==> config.mk <==
export PLATFORM = sky130hd
export DESIGN_NAME = synth_i2c_regs
export DESIGN_NICKNAME = d
export VERILOG_FILES = /design/src/rtl/synth_i2c_pkg.sv /design/src/rtl/i2c_line_sync.sv /design/src/rtl/i2c_target_fsm.sv /design/src/rtl/synth_reg_bank.sv /design/src/rtl/synth_i2c_regs.sv
export SDC_FILE = /design/constraint.sdc
export NUM_CORES = 1
export LEC_CHECK = 0
export BUFFER_PORTS_ARGS = -buffer_cell sky130_fd_sc_hd__buf_2
export CAP_MARGIN = 20
export CELL_PAD_IN_SITES_DETAIL_PLACEMENT = 1
export CELL_PAD_IN_SITES_GLOBAL_PLACEMENT = 1
export CORE_ASPECT_RATIO = 1.4
export CORE_MARGIN = 3
export CORE_UTILIZATION = 33
export CTS_BUF_LIST = sky130_fd_sc_hd__clkbuf_16
export DETAILED_ROUTE_END_ITERATION = 7
export HOLD_SLACK_MARGIN = 0.02
export MAX_ROUTING_LAYER = met4
export PLACE_DENSITY = 0.72
export SETUP_SLACK_MARGIN = 0.15
export SYNTH_ARGS = -nofsm -noshare
export SYNTH_HDL_FRONTEND = slang
export SYNTH_HIERARCHICAL = 1
export SYNTH_SLANG_ARGS = --single-unit
==> constraint.sdc <==
create_clock -name clk -period 2.05 [get_ports clk]
set_clock_uncertainty 0.1 [all_clocks]
set_input_delay 0.1025 -clock clk [delete_from_list [all_inputs] [get_ports clk]]
set_output_delay 0.1025 -clock clk [all_outputs]
set_load 0.01 [all_outputs]
==> src/rtl/synth_i2c_pkg.sv <==
`timescale 1ns/1ps
package synth_i2c_pkg;

   localparam int RATIO_W = 17;

   typedef enum logic [2:0] {
      XS_IDLE,
      XS_ADDR,
      XS_AACK,
      XS_WDATA,
      XS_WACK,
      XS_RDATA,
      XS_RACK
   } xfer_st_e;

   typedef struct packed {
      logic       presc_en;
      logic [3:0] ref_div;
      logic [1:0] cp_cur;
      logic       refout_en;
      logic       refout_sel;
      logic [2:0] test_sel;
      logic [3:0] port;
   } ctrl_t;

   function automatic ctrl_t ctrl_default();
      ctrl_t c;
      c            = '0;
      c.refout_en  = 1'b1;
      c.refout_sel = 1'b1;
      return c;
   endfunction

endpackage

==> src/rtl/i2c_line_sync.sv <==
`timescale 1ns/1ps
module i2c_line_sync #(
   parameter int STAGES = 2
) (
   input  logic clk,
   input  logic rst_n,
   input  logic scl_i,
   input  logic sda_i,
   output logic scl_rise,
   output logic scl_fall,
   output logic sda_s,
   output logic start_det,
   output logic stop_det
);
   localparam int LINES = 2;

   if (STAGES < 2) begin : g_bad_stages
      $error("i2c_line_sync: STAGES must be at least 2");
   end

   logic [LINES-1:0] raw, synced, prev;
   assign raw = {scl_i, sda_i};

   for (genvar g = 0; g < LINES; g++) begin : g_line
      logic [STAGES-1:0] chain;
      always_ff @(posedge clk or negedge rst_n) begin
         if (!rst_n) chain <= '1;
         else        chain <= {chain[STAGES-2:0], raw[g]};
      end
      assign synced[g] = chain[STAGES-1];
   end

   always_ff @(posedge clk or negedge rst_n) begin
      if (!rst_n) prev <= '1;
      else        prev <= synced;
   end

   logic scl_now, scl_was, sda_was;
   assign scl_now   = synced[1];
   assign scl_was   = prev[1];
   assign sda_s     = synced[0];
   assign sda_was   = prev[0];
   assign scl_rise  = scl_now & ~scl_was;
   assign scl_fall  = ~scl_now & scl_was;
   assign start_det = scl_now & scl_was & sda_was & ~sda_s;
   assign stop_det  = scl_now & scl_was & ~sda_was & sda_s;
endmodule

==> src/rtl/i2c_target_fsm.sv <==
`timescale 1ns/1ps
module i2c_target_fsm
   import synth_i2c_pkg::*;
#(
   parameter logic [4:0] DEV_BASE = 5'b11000
) (
   input  logic       clk,
   input  logic       rst_n,
   input  logic       scl_rise,
   input  logic       scl_fall,
   input  logic       sda_s,
   input  logic       start_det,
   input  logic       stop_det,
   input  logic [1:0] addr_sel,
   input  logic [7:0] status_i,
   output logic       sda_pull,
   output logic       byte_done,
   output logic [7:0] byte_data,
   output logic       rd_end
);
   xfer_st_e   st;
   logic [3:0] cnt;
   logic [7:0] shreg, tx;
   logic       hit, rw, rd_xfer;

   assign byte_data = shreg;

   always_ff @(posedge clk or negedge rst_n) begin
      if (!rst_n) begin
         st <= XS_IDLE; cnt <= '0; shreg <= '0; tx <= '0;
         hit <= 1'b0; rw <= 1'b0; rd_xfer <= 1'b0;
         sda_pull <= 1'b0; byte_done <= 1'b0; rd_end <= 1'b0;
      end else begin
         byte_done <= 1'b0;
         rd_end    <= 1'b0;
         if (stop_det) begin
            st <= XS_IDLE; sda_pull <= 1'b0;
            rd_end <= rd_xfer; rd_xfer <= 1'b0;
         end else if (start_det) begin
            st <= XS_ADDR; cnt <= '0; sda_pull <= 1'b0; rd_xfer <= 1'b0;
         end else begin
            unique case (st)
               XS_ADDR: begin
                  if (scl_rise && cnt != 4'd8) begin
                     shreg <= {shreg[6:0], sda_s};
                     cnt   <= cnt + 4'd1;
                     if (cnt == 4'd7) begin
                        hit <= (shreg[6:0] == {DEV_BASE, addr_sel});
                        rw  <= sda_s;
                     end
                  end else if (scl_fall && cnt == 4'd8) begin
                     if (hit) begin
                        sda_pull <= 1'b1;
                        rd_xfer  <= rw;
                        st       <= XS_AACK;
                     end else begin
                        st <= XS_IDLE;
                     end
                  end
               end
               XS_AACK: if (scl_fall) begin
                  cnt <= '0;
                  if (rw) begin
                     tx       <= status_i;
                     sda_pull <= ~status_i[7];
                     st       <= XS_RDATA;
                  end else begin
                     sda_pull <= 1'b0;
                     st       <= XS_WDATA;
                  end
               end
               XS_WDATA: begin
                  if (scl_rise && cnt != 4'd8) begin
                     shreg <= {shreg[6:0], sda_s};
                     cnt   <= cnt + 4'd1;
                     if (cnt == 4'd7) byte_done <= 1'b1;
                  end else if (scl_fall && cnt == 4'd8) begin
                     sda_pull <= 1'b1;
                     st       <= XS_WACK;
                  end
               end
               XS_WACK: if (scl_fall) begin
                  sda_pull <= 1'b0;
                  cnt      <= '0;
                  st       <= XS_WDATA;
               end
               XS_RDATA: if (scl_fall) begin
                  if (cnt == 4'd7) begin
                     sda_pull <= 1'b0;
                     st       <= XS_RACK;
                  end else begin
                     tx       <= {tx[6:0], 1'b0};
                     sda_pull <= ~tx[6];
                     cnt      <= cnt + 4'd1;
                  end
               end
               XS_RACK: begin
                  if (scl_rise && sda_s) begin
                     st <= XS_IDLE;
                  end else if (scl_fall) begin
                     tx       <= status_i;
                     sda_pull <= ~status_i[7];
                     cnt      <= '0;
                     st       <= XS_RDATA;
                  end
               end
               default: ;
            endcase
         end
      end
   end
endmodule

==> src/rtl/synth_reg_bank.sv <==
`timescale 1ns/1ps
module synth_reg_bank
   import synth_i2c_pkg::*;
(
   input  logic               clk,
   input  logic               rst_n,
   input  logic               por_event,
   input  logic               byte_done,
   input  logic [7:0]         byte_data,
   input  logic               start_det,
   input  logic               stop_det,
   input  logic               rd_end,
   output logic [RATIO_W-1:0] ratio,
   output ctrl_t              ctrl,
   output logic               por_flag
);
   logic               second, pair_ctl;
   logic               got_hi, got_lo, got_top;
   logic [RATIO_W-1:0] stage, stage_n;
   logic               b2, b3, b4, b5, gh_n, gl_n, gt_n, commit;

   always_comb begin
      b2 = byte_done && !second && !byte_data[7];
      b4 = byte_done && !second &&  byte_data[7];
      b3 = byte_done &&  second && !pair_ctl;
      b5 = byte_done &&  second &&  pair_ctl;
      stage_n = stage;
      if (b2) stage_n[14:8]  = byte_data[6:0];
      if (b3) stage_n[7:0]   = byte_data;
      if (b4) stage_n[16:15] = byte_data[6:5];
      gh_n   = got_hi  | b2;
      gl_n   = got_lo  | b3;
      gt_n   = got_top | b4;
      commit = (gh_n & gl_n & gt_n) || (stop_det && (got_hi | got_lo | got_top));
   end

   always_ff @(posedge clk or negedge rst_n) begin
      if (!rst_n) begin
         ratio <= '0; stage <= '0; ctrl <= ctrl_default(); por_flag <= 1'b1;
         second <= 1'b0; pair_ctl <= 1'b0;
         got_hi <= 1'b0; got_lo <= 1'b0; got_top <= 1'b0;
      end else if (por_event) begin
         ratio <= '0; stage <= '0; ctrl <= ctrl_default(); por_flag <= 1'b1;
         second <= 1'b0; pair_ctl <= 1'b0;
         got_hi <= 1'b0; got_lo <= 1'b0; got_top <= 1'b0;
      end else begin
         stage <= stage_n;
         if (commit) begin
            ratio   <= stage_n;
            got_hi  <= 1'b0; got_lo <= 1'b0; got_top <= 1'b0;
         end else begin
            got_hi  <= gh_n; got_lo <= gl_n; got_top <= gt_n;
         end
         if (start_det || stop_det) begin
            second <= 1'b0;
         end else if (byte_done) begin
            second <= ~second;
            if (!second) pair_ctl <= byte_data[7];
         end
         if (b4) begin
            ctrl.presc_en <= byte_data[4];
            ctrl.ref_div  <= byte_data[3:0];
         end
         if (b5) begin
            ctrl.cp_cur     <= byte_data[7:6];
            ctrl.refout_en  <= byte_data[5];
            ctrl.refout_sel <= byte_data[4];
            if (!byte_data[5] && byte_data[4]) begin
               ctrl.test_sel <= byte_data[2:0];
               ctrl.port[3]  <= byte_data[3];
            end else begin
               ctrl.test_sel <= '0;
               ctrl.port     <= byte_data[3:0];
            end
         end
         if (rd_end) por_flag <= 1'b0;
      end
   end
endmodule

==> src/rtl/synth_i2c_regs.sv <==
`timescale 1ns/1ps
module synth_i2c_regs
   import synth_i2c_pkg::*;
#(
   parameter int         SYNC_STAGES = 2,
   parameter int         ADC_W       = 3,
   parameter logic [4:0] DEV_BASE    = 5'b11000
) (
   input  logic               clk,
   input  logic               rst_n,
   input  logic               scl_i,
   input  logic               sda_i,
   output logic               sda_pull_o,
   input  logic [1:0]         addr_sel_i,
   input  logic               por_event_i,
   input  logic               lock_i,
   input  logic [ADC_W-1:0]   adc_code_i,
   output logic [RATIO_W-1:0] ratio_o,
   output logic               presc_en_o,
   output logic [3:0]         ref_div_o,
   output logic [1:0]         cp_cur_o,
   output logic               refout_en_o,
   output logic               refout_sel_o,
   output logic [2:0]         test_sel_o,
   output logic [3:0]         port_o
);
   localparam int PAD_W = 6 - ADC_W;

   if (ADC_W < 1 || ADC_W > 5) begin : g_bad_adc
      $error("synth_i2c_regs: ADC_W must be 1..5");
   end

   logic       scl_rise, scl_fall, sda_s, start_det, stop_det;
   logic       byte_done, rd_end, por_flag;
   logic [7:0] byte_data, status;
   ctrl_t      ctrl;

   assign status = {por_flag, lock_i, {PAD_W{1'b0}}, adc_code_i};

   i2c_line_sync #(.STAGES(SYNC_STAGES)) u_sync (
      .clk(clk), .rst_n(rst_n), .scl_i(scl_i), .sda_i(sda_i),
      .scl_rise(scl_rise), .scl_fall(scl_fall), .sda_s(sda_s),
      .start_det(start_det), .stop_det(stop_det)
   );

   i2c_target_fsm #(.DEV_BASE(DEV_BASE)) u_fsm (
      .clk(clk), .rst_n(rst_n), .scl_rise(scl_rise), .scl_fall(scl_fall),
      .sda_s(sda_s), .start_det(start_det), .stop_det(stop_det),
      .addr_sel(addr_sel_i), .status_i(status), .sda_pull(sda_pull_o),
      .byte_done(byte_done), .byte_data(byte_data), .rd_end(rd_end)
   );

   synth_reg_bank u_bank (
      .clk(clk), .rst_n(rst_n), .por_event(por_event_i),
      .byte_done(byte_done), .byte_data(byte_data),
      .start_det(start_det), .stop_det(stop_det), .rd_end(rd_end),
      .ratio(ratio_o), .ctrl(ctrl), .por_flag(por_flag)
   );

   assign presc_en_o   = ctrl.presc_en;
   assign ref_div_o    = ctrl.ref_div;
   assign cp_cur_o     = ctrl.cp_cur;
   assign refout_en_o  = ctrl.refout_en;
   assign refout_sel_o = ctrl.refout_sel;
   assign test_sel_o   = ctrl.test_sel;
   assign port_o       = ctrl.port;
endmodule

Word level (Yosys, flattened, before mapping) --
Index checks and enable logic that the tools add are counted.
Storage, ports and cells: bits in registers 90, input bits 11
Operators by class: reduce and logical (&&, ||, !) cells 40, bitwise operators 23, mux-type cells 82, $add $sub $neg 1, equality and inequality tests 36
Operators by type and width (number):
- $mux W17 | 3
- $mux W7 | 7
- $mux W3 | 14
- $mux W1 | 41
- $ne A4 B1 Y1 const B | 8
- $mux W4 | 7
- $pmux W7 S3 | 1
- $pmux W3 S6 | 1
- $mux W16 | 1
- $pmux W4 S4 | 1
- $reduce_bool A3 Y1 | 5
- $ne A4 B2 Y1 const B | 3
- $logic_and A1 B1 Y1 | 11
- $mux W11 | 1
- $reduce_and A11 Y1 | 1
- $ne A2 B2 Y1 const B | 5
- $reduce_and A10 Y1 | 1
- $reduce_bool A2 Y1 | 5
- $and A1 B1 Y1 | 9
- $eq A3 B3 Y1 const B | 3
- $ne A3 B1 Y1 const B | 3
- $not A1 Y1 | 9
- $reduce_and A9 Y1 | 1
- $mux W8 | 1
- 24 further kinds | 40

Logic depth before layout (Yosys ltp) --
depth in word-level cells 9, depth in mapped cells 8

Modules after synthesis --
Netlist, hierarchy kept.
By module, submodules not included:
- synth_reg_bank | seq. area each 1405.1 sq um, area each 2389.8 sq um, cells an instance 209, instances 1
- i2c_target_fsm | seq. area each 700.7 sq um, area each 1656.6 sq um, cells an instance 153, instances 1
- i2c_line_sync | seq. area each 157.7 sq um, area each 190.2 sq um, cells an instance 10, instances 1
- synth_i2c_regs | seq. area each 0.0 sq um, area each 3.8 sq um, cells an instance 1, instances 1

Worst setup path after synthesis --
OpenSTA, ideal clock, no wires.
path type register -> register, start point register u_fsm.st[1], end point register u_fsm.st[1], stages on the path, launching flop included 9, setup time 0.111 ns, data required time 1.839 ns, arrival 2.017 ns, slack -0.178 ns, path through dfrtp_1 buf_2 inv_1 ha_1 or4_1 o21ai_2 nor3_2 nand2b_4 a2111oi_2
On the way: word-level cells in the longest chain between the ends 4, elaborated cells between the ends (all ways) 20
Ends and longest elaborated chain:
- start, declared | line i2c_target_fsm.sv:21 | xfer_st_e st;
- start signal, assigned | line i2c_target_fsm.sv:30 | st <= XS_IDLE; cnt <= '0; shreg <= '0; tx <= '0;
- start signal, assigned | line i2c_target_fsm.sv:37 | st <= XS_IDLE; sda_pull <= 1'b0;
- start signal, assigned | line i2c_target_fsm.sv:40 | st <= XS_ADDR; cnt <= '0; sda_pull <= 1'b0; rd_xfer <= 1'b0;
- $eq A3 B3 Y1 (tied with other cells) | line i2c_target_fsm.sv:42 | unique case (st)
- $pmux W3 S6 | line i2c_target_fsm.sv:42
- $mux W3 | line i2c_target_fsm.sv:39 | end else if (start_det) begin
- $mux W3 | line i2c_target_fsm.sv:36 | if (stop_det) begin
Parallel ways exist; a longest one is shown, timed or not. A chain may end at the register's enable or synchronous reset.

Worst setup path after layout --
Ends and elaborated chain as after synthesis.

==> results.cfg <==
[outcome]
result_of_the_run = complete, but fails checks
failed_checks = negative setup slack

[timing]
final.min_clock_period_ns = 2.10
hold_viol = 0
setup_ws_ns = -0.0491
grt_setup_unrepaired = true
tcrit_tclk_final = 1.02
timing.final.max_slew_violations = 0
tightestPinTransition_ns = 0.576
fmaxAchievable_mhz = 476
timing.slew.headroom = 0.616
setup_violations = 6

[critical_path]
required_ns = 2.19
critPathKind = reg2reg
worstSetupStartpointType = register
arrival_ns = 2.24
cp_max_fo = 6
worst_setup_path_end_kind = register

[clock_tree]
cts-buffers-inserted = 9
worst_setup_hold_path_clk_slew_ns = 0.07
numClockSinks = 90
clk_latency_ns = 0.35
cts_max_level = 3
cts_root_buf = sky130_fd_sc_hd__clkbuf_16
tritoncts = built
cts.path.max_buffers = 2

[detailed_routing]
drc = 0
final_antenna_net_count = 0
routed_wl_um = 12000
vias_per_cell = 5.20
first_pass_iters = 4
dr.first_iter.drc_count = 114
detail_route.wl_per_cell_um = 19.1
vias = 3269

[logic_synthesis]
synth_top_area_cell = sky130_fd_sc_hd__dfrtp_1
synth_top_family_by_area = simple AND/OR/NAND/NOR gates
seq_area_frac_synth = 0.534
synth-warning-count = 6
synth_compound_area_frac = 0.115
async_reset_ff_frac = 1.00
netlist_area_pre_place_sq_um = 4240
synth_top_area_frac = 0.478
synth.ff_latch_count = 90
ys_top_cells_by_area = sky130_fd_sc_hd__dfrtp_1, sky130_fd_sc_hd__mux2_2, sky130_fd_sc_hd__dfstp_2
synth-edff-count = 0
ys_dominant_reg_cell = sky130_fd_sc_hd__dfrtp_1
synth_simple_gate_area_share = 0.169
synth.avg_cell_area_sq_um = 11.4
multiplexer_fraction_of_the_synthesized_cell_area = 0.136
synth_common_cells = sky130_fd_sc_hd__dfrtp_1, sky130_fd_sc_hd__nand2_1, sky130_fd_sc_hd__a21oi_1
synthesis.instances = 373
synth-adder-area-share = 0.00885
post-synth-top-count-cell = sky130_fd_sc_hd__dfrtp_1
yosys.area_share.xor_xnor = 0.00620
yosys.cell_types.count = 69

[cells_and_area]
flow.area_growth_from_synthesis_pct = 35.6
stdcell_area_sq_um = 5750
finish.net_count = 488
finalNonFillerCells = 629
num_antenna_cells = 0
layout-drive-gt1-share = 0.463

[placed_design]
placedInstanceArea_sq_um = 4890
placed_cells_incl_taps = 588
routability_cong = 0.807
detailedPlacementHpwl_um = 7610
count_of_buffers_inserted_at_the_top_level_ports = 44

[pwr]
irDropWorstVdd_mv = 0.505
p_per_cell_area_nw_per_um2 = 1070
leakagePower_nw = 2.70

[floorplanning]
num_rows = 48
fp.coreArea_sq_um = 12400
die-height_um = 140
start_util = 0.341
die_x_um = 102
pin_count = 45
floorplan.die_area_sq_um = 14300

[job]
cap_violations = 0

[global_routing]
grt_antenna_before_repair = 0
global_route.overflow_total = 0
global_route_wire_length_before_repair_um = 18400
pin_count_of_the_biggest_net_entering_global_routing = 43
grt_usage = 0.168
grt_pass1_vias = 3575

[hold_path]
worstHoldPathType = in2reg
[what timing repair did]
item                                    4_1_cts  5_1_grt
setup buffers                                 7        9
hold endpoints to repair                     37        0
endpoints found under the setup margin       42       44
pin swaps                                    12       21
gates cloned                                  0        2
hold buffers                                  7        0
gates resized for setup                      24       57
[layout make-up]
type | count | area [sq um]
Fill cell | 1323 | 6680
Sequential cell | 90 | 2270
Multi-Input combinational cell | 260 | 2180
Timing Repair Buffer | 106 | 790
Clock buffer | 9 | 225
Tap cell | 150 | 188
Clock inverter | 7 | 68.8
Inverter | 7 | 28.8
[worst paths after layout]
| kind | from | to | slack, ns | cells after the start |
|---|---|---|---|---|
| setup reg to reg | u_fsm/st[1]$_DFFE_PN0P_ | u_fsm/st[1]$_DFFE_PN0P_ | -0.05 | 7 |
| hold reg to reg | u_sync/g_line[0].chain[0]$_DFF_PN1_ | u_sync/g_line[0].chain[1]$_DFF_PN1_ | 0.25 | 0 |
| setup / recovery | u_fsm/st[1]$_DFFE_PN0P_ | u_fsm/st[1]$_DFFE_PN0P_ | -0.05 | 7 |
| hold / removal | adc_code_i[2] | u_fsm/tx[2]$_DFFE_PN0P_ | 0.03 | 3 |
| min in group asynchronous | rst_n | u_fsm/cnt[2]$_DFFE_PN0P_ | 0.20 | 2 |
| max in group asynchronous | rst_n | u_bank/stage[8]$_DFF_PN0_ | 1.01 | 3 |
[power by group]
group	total [mW]	switching (mW)	internal, mW	leakage (nW)
sequential	2.34	0.338	2.00	1.19
clock	1.67	0.732	0.942	0.133
combinational	2.12	0.990	1.13	1.38
[cells in the final DEF (no fill, tap or decap), types with 3 or more instances in the layout]
cell,count
sky130_fd_sc_hd__a21oi_1,27
sky130_fd_sc_hd__buf_2,43
sky130_fd_sc_hd__buf_4,43
sky130_fd_sc_hd__buf_6,9
sky130_fd_sc_hd__clkbuf_16,10
sky130_fd_sc_hd__clkinvlp_4,3
sky130_fd_sc_hd__conb_1,3
sky130_fd_sc_hd__dfrtp_1,78
sky130_fd_sc_hd__dfrtp_2,3
sky130_fd_sc_hd__dfstp_2,9
sky130_fd_sc_hd__dlygate4sd3_1,7
sky130_fd_sc_hd__inv_1,4
sky130_fd_sc_hd__mux2_2,13
sky130_fd_sc_hd__mux2_4,25
sky130_fd_sc_hd__mux2i_1,11
sky130_fd_sc_hd__nand2_1,52
sky130_fd_sc_hd__nand3_1,5
sky130_fd_sc_hd__nand3b_1,5
sky130_fd_sc_hd__nor2_1,15
sky130_fd_sc_hd__nor2b_1,7
sky130_fd_sc_hd__nor2b_4,3
sky130_fd_sc_hd__o21ai_0,11
sky130_fd_sc_hd__o21ai_4,3
sky130_fd_sc_hd__or3b_4,3
sky130_fd_sc_hd__xnor2_1,3
[per-stage QoR]
step | utilization | TNS, ns | power, mW | hold WS [ns] | worst slack [ns]
detailed placement | 0.393 | -1.14 | 3.87 | 0.0473 | -0.104
global placement | 0.393 | -0.590 | 3.80 | 0.0409 | -0.0509
CTS | 0.435 | 0 | 5.76 | 0.0223 | 0.0221
floorplan | - | -0.360 | 3.25 | -0.293 | -0.0580
finish | 0.462 | -0.103 | 6.13 | 0.0254 | -0.0491
global route | 0.462 | -0.810 | 6.44 | 0.0350 | -0.124
[state kept, by name (all words and copies together) (netlist names)]
name,count
u_bank/got_lo,1
u_fsm/st,3
u_bank/second,1
u_fsm/rw,1
u_sync/g_line.chain,4
u_fsm/cnt,4
u_fsm/sda_pull,1
u_bank/pair_ctl,1
u_fsm/tx,7
u_fsm/byte_done,1
u_fsm/rd_end,1
u_sync/prev,2
u_bank/stage,17
u_bank/ctrl,16
u_bank/por_flag,1
u_bank/got_top,1
u_fsm/hit,1
u_bank/got_hi,1
u_fsm/byte_data,8
u_fsm/rd_xfer,1
u_bank/ratio,17
[layer usage]
layer | routed length (um) | track usage
met1 | 4870 | 0.192
met2 | 6600 | 0.300
met3 | 295 | 0.0254
met4 | 233 | 0.0483
met5 | 0 | -
[cell families after synthesis]
| kind of cell | Yosys count |
|---|---|
| simple gates | 129 |
| flops | 90 |
| compound gates | 72 |
| mux | 49 |
| buf+inv | 26 |
| fa+ha+maj | 3 |
| xor+xnor | 3 |
| other cells | 1 |
[worst max-delay path, stage by stage (launching register included)]
cell and delay [ns]:
sky130_fd_sc_hd__dfrtp_2 0.47, sky130_fd_sc_hd__inv_4 0.08, sky130_fd_sc_hd__ha_4 0.19, sky130_fd_sc_hd__or4_4 0.50, sky130_fd_sc_hd__o21ai_4 0.09, sky130_fd_sc_hd__nor3_4 0.08, sky130_fd_sc_hd__nand2b_4 0.17, sky130_fd_sc_hd__a2111oi_4 0.30
No activity file was read; power rests on OpenSTA's default activity.
